File: config.mk
export PLATFORM = sky130hd
export DESIGN_NAME = scl_to_detector
export DESIGN_NICKNAME = d
export VERILOG_FILES = /design/src/rtl/scl_to_pkg.sv /design/src/rtl/scl_to_limit_reg.sv /design/src/rtl/scl_to_period_track.sv /design/src/rtl/scl_to_tick_counter.sv /design/src/rtl/scl_to_detector.sv
export SDC_FILE = /design/constraint.sdc
export NUM_CORES = 1
export LEC_CHECK = 0
export BUFFER_PORTS_ARGS = -buffer_cell sky130_fd_sc_hd__buf_2
export CORE_MARGIN = 5
export CORE_UTILIZATION = 30
export CTS_BUF_LIST = sky130_fd_sc_hd__clkbuf_2
export DETAILED_ROUTE_END_ITERATION = 6
export SYNTH_ARGS = -nofsm -noshare
export SYNTH_HDL_FRONTEND = slang
export SYNTH_SLANG_ARGS = --single-unit
File: constraint.sdc
create_clock -name clk_i -period 5.8 [get_ports clk_i]
set_input_delay 0.87 -clock clk_i [delete_from_list [all_inputs] [get_ports clk_i]]
set_output_delay 0.87 -clock clk_i [all_outputs]
set_load 0.05 [all_outputs]
File: src/rtl/scl_to_pkg.sv
package scl_to_pkg;
  localparam int unsigned LIM_W_DEF   = 8;
  localparam int unsigned LIM_RST_DEF = 32'h1F;
endpackage

File: src/rtl/scl_to_limit_reg.sv
module scl_to_limit_reg #(
  parameter int unsigned LIM_W   = scl_to_pkg::LIM_W_DEF,
  parameter int unsigned LIM_RST = scl_to_pkg::LIM_RST_DEF
) (
  input  logic             clk_i,
  input  logic             rst_ni,
  input  logic             we_i,
  input  logic [LIM_W-1:0] wdata_i,
  output logic [LIM_W-1:0] q_o
);
  localparam logic [LIM_W-1:0] RST_V = LIM_W'(LIM_RST);

  logic [LIM_W-1:0] q;

  always_ff @(posedge clk_i or negedge rst_ni) begin
    if (!rst_ni)   q <= RST_V;
    else if (we_i) q <= wdata_i;
  end

  assign q_o = q;
endmodule

File: src/rtl/scl_to_period_track.sv
// Tracks slave-held low periods and freezes the limit at period start.
module scl_to_period_track #(
  parameter int unsigned LIM_W = scl_to_pkg::LIM_W_DEF
) (
  input  logic             clk_i,
  input  logic             rst_ni,
  input  logic             scl_i,
  input  logic             master_i,
  input  logic [LIM_W-1:0] limit_i,
  output logic             qual_o,
  output logic [LIM_W-1:0] eff_lim_o
);
  logic             active_q;
  logic             start;
  logic [LIM_W-1:0] snap_q;

  assign qual_o = !scl_i && master_i;
  assign start  = qual_o && !active_q;

  always_ff @(posedge clk_i or negedge rst_ni) begin
    if (!rst_ni) begin
      active_q <= 1'b0;
      snap_q   <= '0;
    end else begin
      active_q <= qual_o;
      if (start) snap_q <= limit_i;
    end
  end

  // first cycle uses the live register, later cycles the frozen copy
  assign eff_lim_o = start ? limit_i : snap_q;
endmodule

File: src/rtl/scl_to_tick_counter.sv
module scl_to_tick_counter #(
  parameter int unsigned LIM_W = scl_to_pkg::LIM_W_DEF
) (
  input  logic             clk_i,
  input  logic             rst_ni,
  input  logic             qual_i,
  input  logic             tick_i,
  input  logic [LIM_W-1:0] eff_lim_i,
  output logic             timeout_o
);
  localparam int unsigned CNT_W = LIM_W + 1;

  logic [CNT_W-1:0] cnt_q;
  logic [CNT_W-1:0] cnt_nxt;
  logic [CNT_W-1:0] thresh;
  logic             fired_q;
  logic             adv;
  logic             hit;
  logic             pulse_q;

  assign adv     = qual_i && tick_i && !fired_q;
  assign cnt_nxt = cnt_q + CNT_W'(1);
  assign thresh  = {1'b0, eff_lim_i} + CNT_W'(1);
  assign hit     = adv && (cnt_nxt == thresh);

  always_ff @(posedge clk_i or negedge rst_ni) begin
    if (!rst_ni) begin
      cnt_q   <= '0;
      fired_q <= 1'b0;
      pulse_q <= 1'b0;
    end else begin
      pulse_q <= hit;
      if (!qual_i) begin
        cnt_q   <= '0;
        fired_q <= 1'b0;
      end else begin
        if (adv) cnt_q <= cnt_nxt;
        if (hit) fired_q <= 1'b1;
      end
    end
  end

  assign timeout_o = pulse_q;
endmodule

File: src/rtl/scl_to_detector.sv
module scl_to_detector #(
  parameter int unsigned LIM_W   = scl_to_pkg::LIM_W_DEF,
  parameter int unsigned LIM_RST = scl_to_pkg::LIM_RST_DEF
) (
  input  logic             clk_i,
  input  logic             rst_ni,
  input  logic             scl_i,
  input  logic             tick_i,
  input  logic             master_i,
  input  logic             limit_we_i,
  input  logic [LIM_W-1:0] limit_wdata_i,
  output logic [LIM_W-1:0] limit_rdata_o,
  output logic             timeout_o
);
  logic [LIM_W-1:0] limit_q;
  logic [LIM_W-1:0] eff_lim;
  logic             qual;

  scl_to_limit_reg #(.LIM_W(LIM_W), .LIM_RST(LIM_RST)) u_limit (
    .clk_i   (clk_i),
    .rst_ni  (rst_ni),
    .we_i    (limit_we_i),
    .wdata_i (limit_wdata_i),
    .q_o     (limit_q)
  );

  scl_to_period_track #(.LIM_W(LIM_W)) u_track (
    .clk_i     (clk_i),
    .rst_ni    (rst_ni),
    .scl_i     (scl_i),
    .master_i  (master_i),
    .limit_i   (limit_q),
    .qual_o    (qual),
    .eff_lim_o (eff_lim)
  );

  scl_to_tick_counter #(.LIM_W(LIM_W)) u_cnt (
    .clk_i     (clk_i),
    .rst_ni    (rst_ni),
    .qual_i    (qual),
    .tick_i    (tick_i),
    .eff_lim_i (eff_lim),
    .timeout_o (timeout_o)
  );

  assign limit_rdata_o = limit_q;
endmodule

==> insert_results.sql, run 1 <==
INSERT INTO impl_metrics (metric_group, metric, value, unit) VALUES
('synth', 'synth_compound_area_frac', '0.0419', ''),
('finish', 'finish.net_count', '181', ''),
('sta', 'max_clock_freq', '0.304', 'GHz'),
('setup_path', 'worst_path_arrival', '3.62', 'ns'),
('finish', 'synth_to_layout_area_growth', '13.2', '%'),
('synth', 'synth_enable_flop_cells', '0', ''),
('power_and_ir_drop', 'total_leakage_power', '0.775', 'nW'),
('grt', 'groute.layer.met2.usage', '0.173', ''),
('sta', 'maxSlewHeadroom', '0.511', ''),
('setup_path', 'worst-path-buf-inv', '1', ''),
('power_and_ir_drop', 'power_density_cells', '270', 'nW/um2'),
('clock_tree', 'ctsLongestPathBuffers', '2', ''),
('finish', 'drive_gt1_frac', '0.323', ''),
('setup_path', 'path_cells', 'buf_2 > nor3b_4 > mux2_2 > ha_1 > xor2_1 > xnor2_1 > xor2_1 > nand4_1 > or4_4 > o31ai_2', ''),
('finish', 'final_core_util', '0.351', ''),
('setup_path', 'critical_path.slowest_cell', 'sky130_fd_sc_hd__nor3b_4', ''),
('clock_tree', 'post_cts_resize_count', '0', ''),
('power_and_ir_drop', 'sequentialPowerShare', '0.483', ''),
('flow_run', 'max_cap_violations', '0', ''),
('detailed_routing', 'via_count', '1090', ''),
('synth', 'combinational_family_with_the_most_area_after_synthesis', 'simple AND/OR/NAND/NOR gates', ''),
('sta', 'finalWorstSetupSlack', '2.51', 'ns'),
('grt', 'wire_length_of_the_first_global_routing_pass', '5440', 'um'),
('setup_path', 'crit_family', 'simple AND/OR/NAND/NOR gates', ''),
('clock_tree', 'clock_sink_count', '28', ''),
('synth', 'synthDominantCellAreaShare', '0.364', ''),
('placed_design', 'detailedPlacementHpwl', '2390', 'um'),
('placed_design', 'gp_congestion', '0.777', ''),
('synth', 'ys_top_cells_by_area', 'sky130_fd_sc_hd__dfrtp_1 (36%), sky130_fd_sc_hd__mux2_2 (10%), sky130_fd_sc_hd__dfstp_2 (8.3%), sky130_fd_sc_hd__xnor2_1 (7.2%), sky130_fd_sc_hd__xor2_1 (3.9%)', ''),
('setup_path', 'timing.critical_path.slowest_cell_delay', '0.61', 'ns'),
('synth', 'async_flop_share', '1.00', ''),
('floorplanning', 'ios', '23', ''),
('synth', 'yosys_warnings', '0', ''),
('setup_path', 'critPathRequiredTime', '6.12', 'ns'),
('sta', 'grt_setup_unrepaired', 'false', ''),
('clock_tree', 'cts_tree', 'done', ''),
('floorplanning', 'chipHeight', '82.6', 'um'),
('floorplanning', 'core.rowCount', '26', ''),
('synth', 'synthCells', '143', ''),
('clock_tree', 'clk_transition_reported_paths', '0.28', 'ns'),
('setup_path', 'worst-setup-path-type', 'primary input to flip-flop', ''),
('detailed_routing', 'routedWlPerCell', '13.4', 'um'),
('synth', 'mappedNetlistArea', '1580', 'um2'),
('clock_tree', 'htree_levels', '1', ''),
('detailed_routing', 'detailedRoute.firstIterationViolations', '46', ''),
('synth', 'synth_mux_area_frac', '0.138', ''),
('synth', 'synth_top_cell_by_area', 'sky130_fd_sc_hd__dfrtp_1', ''),
('detailed_routing', 'totalWireLength', '3130', 'um'),
('synth', 'synth-xor-area-share', '0.155', ''),
('setup_path', 'worst_setup_path_start_kind', 'primary input', ''),
('synth', 'synth_fa_ha_area_frac', '0.0158', ''),
('power_and_ir_drop', 'max-vdd-ir-drop', '0.0894', 'mV'),
('setup_path', 'cp_common_cell', 'sky130_fd_sc_hd__xor2_1', ''),
('sta', 'finClkSkew', '0.00442', 'ns'),
('sta', 'finalCriticalPeriod', '3.29', 'ns'),
('floorplanning', 'die_x', '82.6', 'um'),
('setup_path', 'crit_path_max_fanout', '15', ''),
('floorplanning', 'initial_utilization', '0.310', ''),
('clock_tree', 'cts_root_buf', 'sky130_fd_sc_hd__clkbuf_2', ''),
('floorplanning', 'core-area', '5110', 'um2'),
('synth', 'synthesized_area_fraction_occupied_by_and_or_nand_nor_cells', '0.174', ''),
('placed_design', 'numPortBuffers', '22', ''),
('power_and_ir_drop', 'power.share.combinational', '0.265', ''),
('synth', 'netlist_top_cells_count', 'sky130_fd_sc_hd__dfrtp_1 (23), sky130_fd_sc_hd__nand2_1 (16), sky130_fd_sc_hd__mux2_2 (14)', ''),
('synth', 'distinct_cell_type_count_after_synthesis', '33', ''),
('status', 'result_of_the_run', 'completed', ''),
('clock_tree', 'cts_inserted_buffers', '3', ''),
('detailed_routing', 'antenna_violating_nets_post_route', '0', ''),
('power_and_ir_drop', 'power.share.clock', '0.252', ''),
('synth', 'synthesis.nets', '159', ''),
('synth', 'synth.most_common_cell', 'sky130_fd_sc_hd__dfrtp_1', '');
## path summary, 6_finish.rpt
check,startpoint,endpoint,slack (ns),depth (start not counted)
max in group asynchronous,rst_ni,u_limit.q_o[1],4.96,1
setup / recovery,scl_i,u_cnt.fired_q,2.51,10
hold / removal,rst_ni,u_track.snap_q[6],0.45,1
setup reg to reg,u_track.active_q,u_cnt.fired_q,2.59,9
hold reg to reg,u_cnt.cnt_q[1],u_cnt.cnt_q[1],0.57,2
min in group clk_i,u_cnt.cnt_q[1],u_cnt.cnt_q[1],0.57,2
## flip-flops by register name, summed over array words and instances (netlist names)
register	count
u_cnt.cnt_q	9
u_limit.q_o	8
u_track.snap_q	8
u_cnt.fired_q	1
u_cnt.timeout_o	1
u_track.active_q	1
## power groups by stage
| stage | sequential, W | clock, W | combinational [W] |
|---|---|---|---|
| global placement | 0.000236 | 0 | 0.000128 |
| global route | 0.000236 | 0.000134 | 0.000139 |
| CTS | 0.000233 | 0.000125 | 0.000130 |
| detailed placement | 0.000237 | 0 | 0.000129 |
| finish | 0.000233 | 0.000122 | 0.000128 |
| floorplan | 0.000253 | 0 | 0.0000820 |
## metal layers
metal	vias to the layer above	share of wire
met5	-	0
met4	0	0.023
met3	6	0.030
met2	13	0.48
met1	532	0.47
li1	539	-
## cell usage in the layout, fill, tap and decap left out, types with 3 or more instances in the layout
cell,n
sky130_fd_sc_hd__a21oi_1,4
sky130_fd_sc_hd__buf_2,22
sky130_fd_sc_hd__clkbuf_2,3
sky130_fd_sc_hd__dfrtp_1,23
sky130_fd_sc_hd__dfstp_2,5
sky130_fd_sc_hd__inv_1,3
sky130_fd_sc_hd__mux2_2,14
sky130_fd_sc_hd__mux2i_1,3
sky130_fd_sc_hd__nand2_1,16
sky130_fd_sc_hd__nand3_1,4
sky130_fd_sc_hd__nand4_1,5
sky130_fd_sc_hd__nor2_1,9
sky130_fd_sc_hd__nor3_1,3
sky130_fd_sc_hd__nor4_1,3
sky130_fd_sc_hd__o21ai_0,4
sky130_fd_sc_hd__xnor2_1,13
sky130_fd_sc_hd__xor2_1,7
## cell type report
class	instances	area (um2)	share of cell area
repair buffers	22	110	0.0615
clock buffers	3	15.0	0.00839
multi-input cells	107	830	0.463
flip-flops and latches	28	707	0.395
well taps	70	87.6	0.0489
inverters	3	11.3	0.00629
clock inverters	1	30.0	0.0168
## metrics by stage
step	cells	hold slack (ns)	area [um2]
finish	234	0.448	1790
global route	234	0.451	1790
CTS	234	0.451	1790
detailed placement	230	0.513	1750
global placement	230	0.513	1750
floorplan	143	0.471	1580
## cell families (layout without fill, tap and decap cells)
| logic type | count (synthesis) | count (layout) |
|---|---|---|
| DFF | 28 | 28 |
| buffers and inverters | 8 | 29 |
| AOI/OAI and AO/OA | 11 | 11 |
| adders and majority gates | 2 | 2 |
| muxes | 19 | 19 |
| and+or+nand+nor | 52 | 52 |
| xor gates and xnor gates | 23 | 23 |
No activity file was read; power rests on OpenSTA's default activity.
==> run 2: changes to the inputs <==
Settings changed: ABC_AREA set to 1.
Clock period 5.8 ns to 3 ns, I/O delays scaled along.
==> insert_results.sql, run 2 <==
INSERT INTO impl_metrics (metric_group, metric, value, unit) VALUES
('sta', 'finalWorstSetupSlack', '0.651', 'ns'),
('finish', 'multi_input_area', '860', 'um2'),
('synth', 'synth.most_common_cell', 'sky130_fd_sc_hd__nand2_1', ''),
('finish', 'diodes', '0', ''),
('placed_design', 'detailedPlacementHpwl', '2850', 'um'),
('clock_tree', 'clock_sink_count', '28', ''),
('floorplanning', 'chipHeight', '85.9', 'um'),
('finish', 'register_with_the_highest_flop_count', 'u_cnt.cnt_q', ''),
('detailed_routing', 'antenna_violating_nets_post_route', '0', ''),
('finish', 'drive_gt1_frac', '0.260', ''),
('grt', 'grt_use_total', '0.108', ''),
('detailed_routing', 'totalWireLength', '3560', 'um'),
('synth', 'syn_area_per_cell', '7.75', 'um2'),
('power_and_ir_drop', 'fin_total_pwr', '0.000959', 'W'),
('finish', 'final_core_util', '0.352', ''),
('synth', 'netlist_top_cells_count', 'sky130_fd_sc_hd__nand2_1 (69), sky130_fd_sc_hd__inv_1 (29), sky130_fd_sc_hd__dfrtp_1 (23)', ''),
('finish', 'filler_cell_count_in_the_final_layout', '594', ''),
('setup_path', 'critPathRequiredTime', '3.35', 'ns'),
('synth', 'synth_seq_area_share', '0.409', ''),
('sta', 'grt_setup_unrepaired', 'false', ''),
('grt', 'wire_length_of_the_first_global_routing_pass', '6420', 'um'),
('min_path', 'class_of_the_most_critical_hold_timing_path', 'primary input to async pin', ''),
('sta', 'finClkSkew', '0.00643', 'ns'),
('detailed_routing', 'drcViolationCount', '0', ''),
('finish', 'mostFrequentLayoutCells', 'sky130_fd_sc_hd__nand2_1 (69), sky130_fd_sc_hd__inv_1 (29), sky130_fd_sc_hd__dfrtp_1 (23), sky130_fd_sc_hd__nand3_1 (22), sky130_fd_sc_hd__buf_2 (22)', ''),
('setup_path', 'ff2ff_setup_slack', '0.65', 'ns'),
('setup_path', 'r2r-start', 'u_track.active_q', ''),
('sta', 'slew_violations', '0', ''),
('power_and_ir_drop', 'total_leakage_power', '1.02', 'nW'),
('clock_tree', 'cts_tree', 'done', ''),
('setup_path', 'path_cells', 'inv_4 > nand3_2 > nand2_1 > nand2_2 > ha_1 > xor2_1 > nor2_1 > nand2_1 > nor2_1 > nand3_1 > nor2_1 > nand2_1 > nor2_1 > nand2_1 > nand2_1', ''),
('clock_tree', 'post-cts-setup-buffers', '0', ''),
('sta', 'setup_tns', '0', 'ns'),
('detailed_routing', 'routedWlPerCell', '11.2', 'um'),
('grt', 'globalRouteOverflowTotal', '0', ''),
('detailed_routing', 'drt_pass1_iterations', '5', ''),
('finish', 'finish.net_count', '263', ''),
('detailed_routing', 'detailedRoute.firstIterationViolations', '69', ''),
('synth', 'number_of_synthesized_register_bits', '28', ''),
('setup_path', 'crit_path_max_fanout', '11', ''),
('floorplanning', 'core-area', '5540', 'um2'),
('setup_path', 'worst-setup-path-type', 'flip-flop to flip-flop', ''),
('power_and_ir_drop', 'max-vdd-ir-drop', '0.156', 'mV'),
('sta', 'finalCriticalPeriod', '2.35', 'ns'),
('setup_path', 'timing.critical_path.slowest_cell_delay', '0.48', 'ns'),
('synth', 'synth_enable_flop_cells', '0', ''),
('flow_run', 'max_cap_violations', '0', ''),
('floorplanning', 'core.rowCount', '27', ''),
('clock_tree', 'htree_levels', '1', ''),
('placed_design', 'gp_congestion', '0.783', ''),
('detailed_routing', 'via_count', '1440', ''),
('finish', 'final_common_cell', 'sky130_fd_sc_hd__nand2_1', ''),
('synth', 'yosys_warnings', '0', ''),
('floorplanning', 'initial_utilization', '0.312', ''),
('floorplanning', 'die_x', '85.9', 'um'),
('sta', 'final.period_utilization', '0.783', ''),
('grt', 'first_global_vias', '1442', ''),
('synth', 'synthesis.nets', '239', ''),
('floorplanning', 'ios', '23', ''),
('setup_path', 'worst_path_arrival', '2.70', 'ns'),
('detailed_routing', 'routed_via_count_divided_by_cell_count', '4.53', ''),
('synth', 'mappedNetlistArea', '1730', 'um2'),
('synth', 'synthFlopType', 'sky130_fd_sc_hd__dfrtp_1', ''),
('setup_path', 'crit_path_end_kind', 'flip-flop', ''),
('clock_tree', 'ctsLongestPathBuffers', '2', ''),
('sta', 'tightest_slew', '0.655', 'ns'),
('clock_tree', 'post_cts_resize_count', '0', ''),
('synth', 'ys_top_cells_by_area', 'sky130_fd_sc_hd__dfrtp_1 (33%), sky130_fd_sc_hd__nand2_1 (15%), sky130_fd_sc_hd__dfstp_2 (7.6%), sky130_fd_sc_hd__nand3_1 (6.4%), sky130_fd_sc_hd__inv_1 (6.3%)', ''),
('clock_tree', 'cts_root_buf', 'sky130_fd_sc_hd__clkbuf_2', ''),
('clock_tree', 'clk_transition_reported_paths', '0.29', 'ns'),
('placed_design', 'numPortBuffers', '22', ''),
('synth', 'synthDominantCellAreaShare', '0.333', ''),
('setup_path', 'worst-path-buf-inv', '1', ''),
('placed_design', 'placement.setup.worst_slack', '0.574', 'ns'),
('synth', 'async_flop_share', '1.00', ''),
('power_and_ir_drop', 'power_density_cells', '491', 'nW/um2'),
('clock_tree', 'cts_hold_buffers', '0', ''),
('synth', 'distinct_cell_type_count_after_synthesis', '26', ''),
('finish', 'synth_to_layout_area_growth', '12.9', '%'),
('status', 'result_of_the_run', 'completed', ''),
('sta', 'finalSetupViolations', '0', ''),
('floorplanning', 'dieArea', '7380', 'um2'),
('setup_path', 'crit_family', 'simple AND/OR/NAND/NOR gates', ''),
('synth', 'synthCells', '223', ''),
('sta', 'maxSlewHeadroom', '0.563', ''),
('sta', 'endpoints_failing_hold', '0', ''),
('clock_tree', 'cts_inserted_buffers', '3', ''),
('finish', 'register_area', '707', 'um2'),
('setup_path', 'regToRegEndpoint', 'u_cnt.fired_q', ''),
('grt', 'grt_start_max_net_pins', '29', ''),
('clock_tree', 'clock_insertion_delay_at_the_later_pin_of_the_skew_report', '0.38', 'ns'),
('synth', 'synth_top_cell_by_area', 'sky130_fd_sc_hd__dfrtp_1', ''),
('grt', 'grt_antenna_before_repair', '0', ''),
('setup_path', 'reg2reg_depth', '15', ''),
('setup_path', 'cp_common_cell', 'sky130_fd_sc_hd__nand2_1', ''),
('setup_path', 'critical_path.slowest_cell', 'sky130_fd_sc_hd__dfrtp_1', ''),
('setup_path', 'worst_setup_path_start_kind', 'flip-flop', ''),
('placed_design', 'placedInstanceArea', '1910', 'um2'),
('sta', 'max_clock_freq', '0.426', 'GHz'),
('finish', 'postLayoutCellArea', '1950', 'um2'),
('finish', 'largest_reg_flops', '9', '');
-- run 2: how the worst max path moves through the flow --
stage,start,end,cells past startpoint
2_1_floorplan,scl_i,u_cnt.fired_q,16
3_3_place_gp,scl_i,u_cnt.fired_q,16
3_5_place_dp,scl_i,u_cnt.fired_q,16
4_1_cts,u_track.active_q,u_cnt.fired_q,15
5_1_grt,u_track.active_q,u_cnt.fired_q,15
6_report,u_track.active_q,u_cnt.fired_q,15
-- run 2: where the power goes --
part	total (W)	leakage, nW	switching [W]	internal [W]
Clock	0.000237	0.0266	0.000123	0.000114
Sequential	0.000453	0.353	0.0000327	0.000420
Combinational	0.000269	0.638	0.000181	0.0000878
-- run 2: area by class of cell --
type / count / share of cell area
multi-input cells: 157 / 0.440
flip-flops and latches: 28 / 0.362
inverters: 34 / 0.0679
repair buffers: 23 / 0.0603
well taps: 72 / 0.0462
clock inverters: 1 / 0.0154
clock buffers: 3 / 0.00769
-- run 2: cells by family (layout without fill, tap and decap cells) --
family,after synthesis,after routing,share of synthesized area
fa+ha+maj,2,2,0.0145
compound gates,14,14,0.0449
flops,28,28,0.409
simple gates,132,132,0.385
buf+inv,38,61,0.0941
mux,5,5,0.0326
xor+xnor,4,4,0.0203
-- run 2: metal layers --
| layer | track usage | part of all wire | up-vias |
|---|---|---|---|
| li1 | - | - | 754 |
| met1 | 0.132 | 0.48 | 670 |
| met2 | 0.191 | 0.49 | 14 |
| met3 | 0.0202 | 0.031 | 2 |
| met4 | 0.0302 | 0.0070 | 0 |
| met5 | 0 | 0 | - |
-- run 2: through the flow --
| stage | hold WS (ns) | cells |
|---|---|---|
| floorplan | 0.154 | 223 |
| global placement | 0.470 | 314 |
| detailed placement | 0.474 | 314 |
| CTS | 0.0287 | 318 |
| global route | 0.0594 | 318 |
| finish | 0.0346 | 318 |
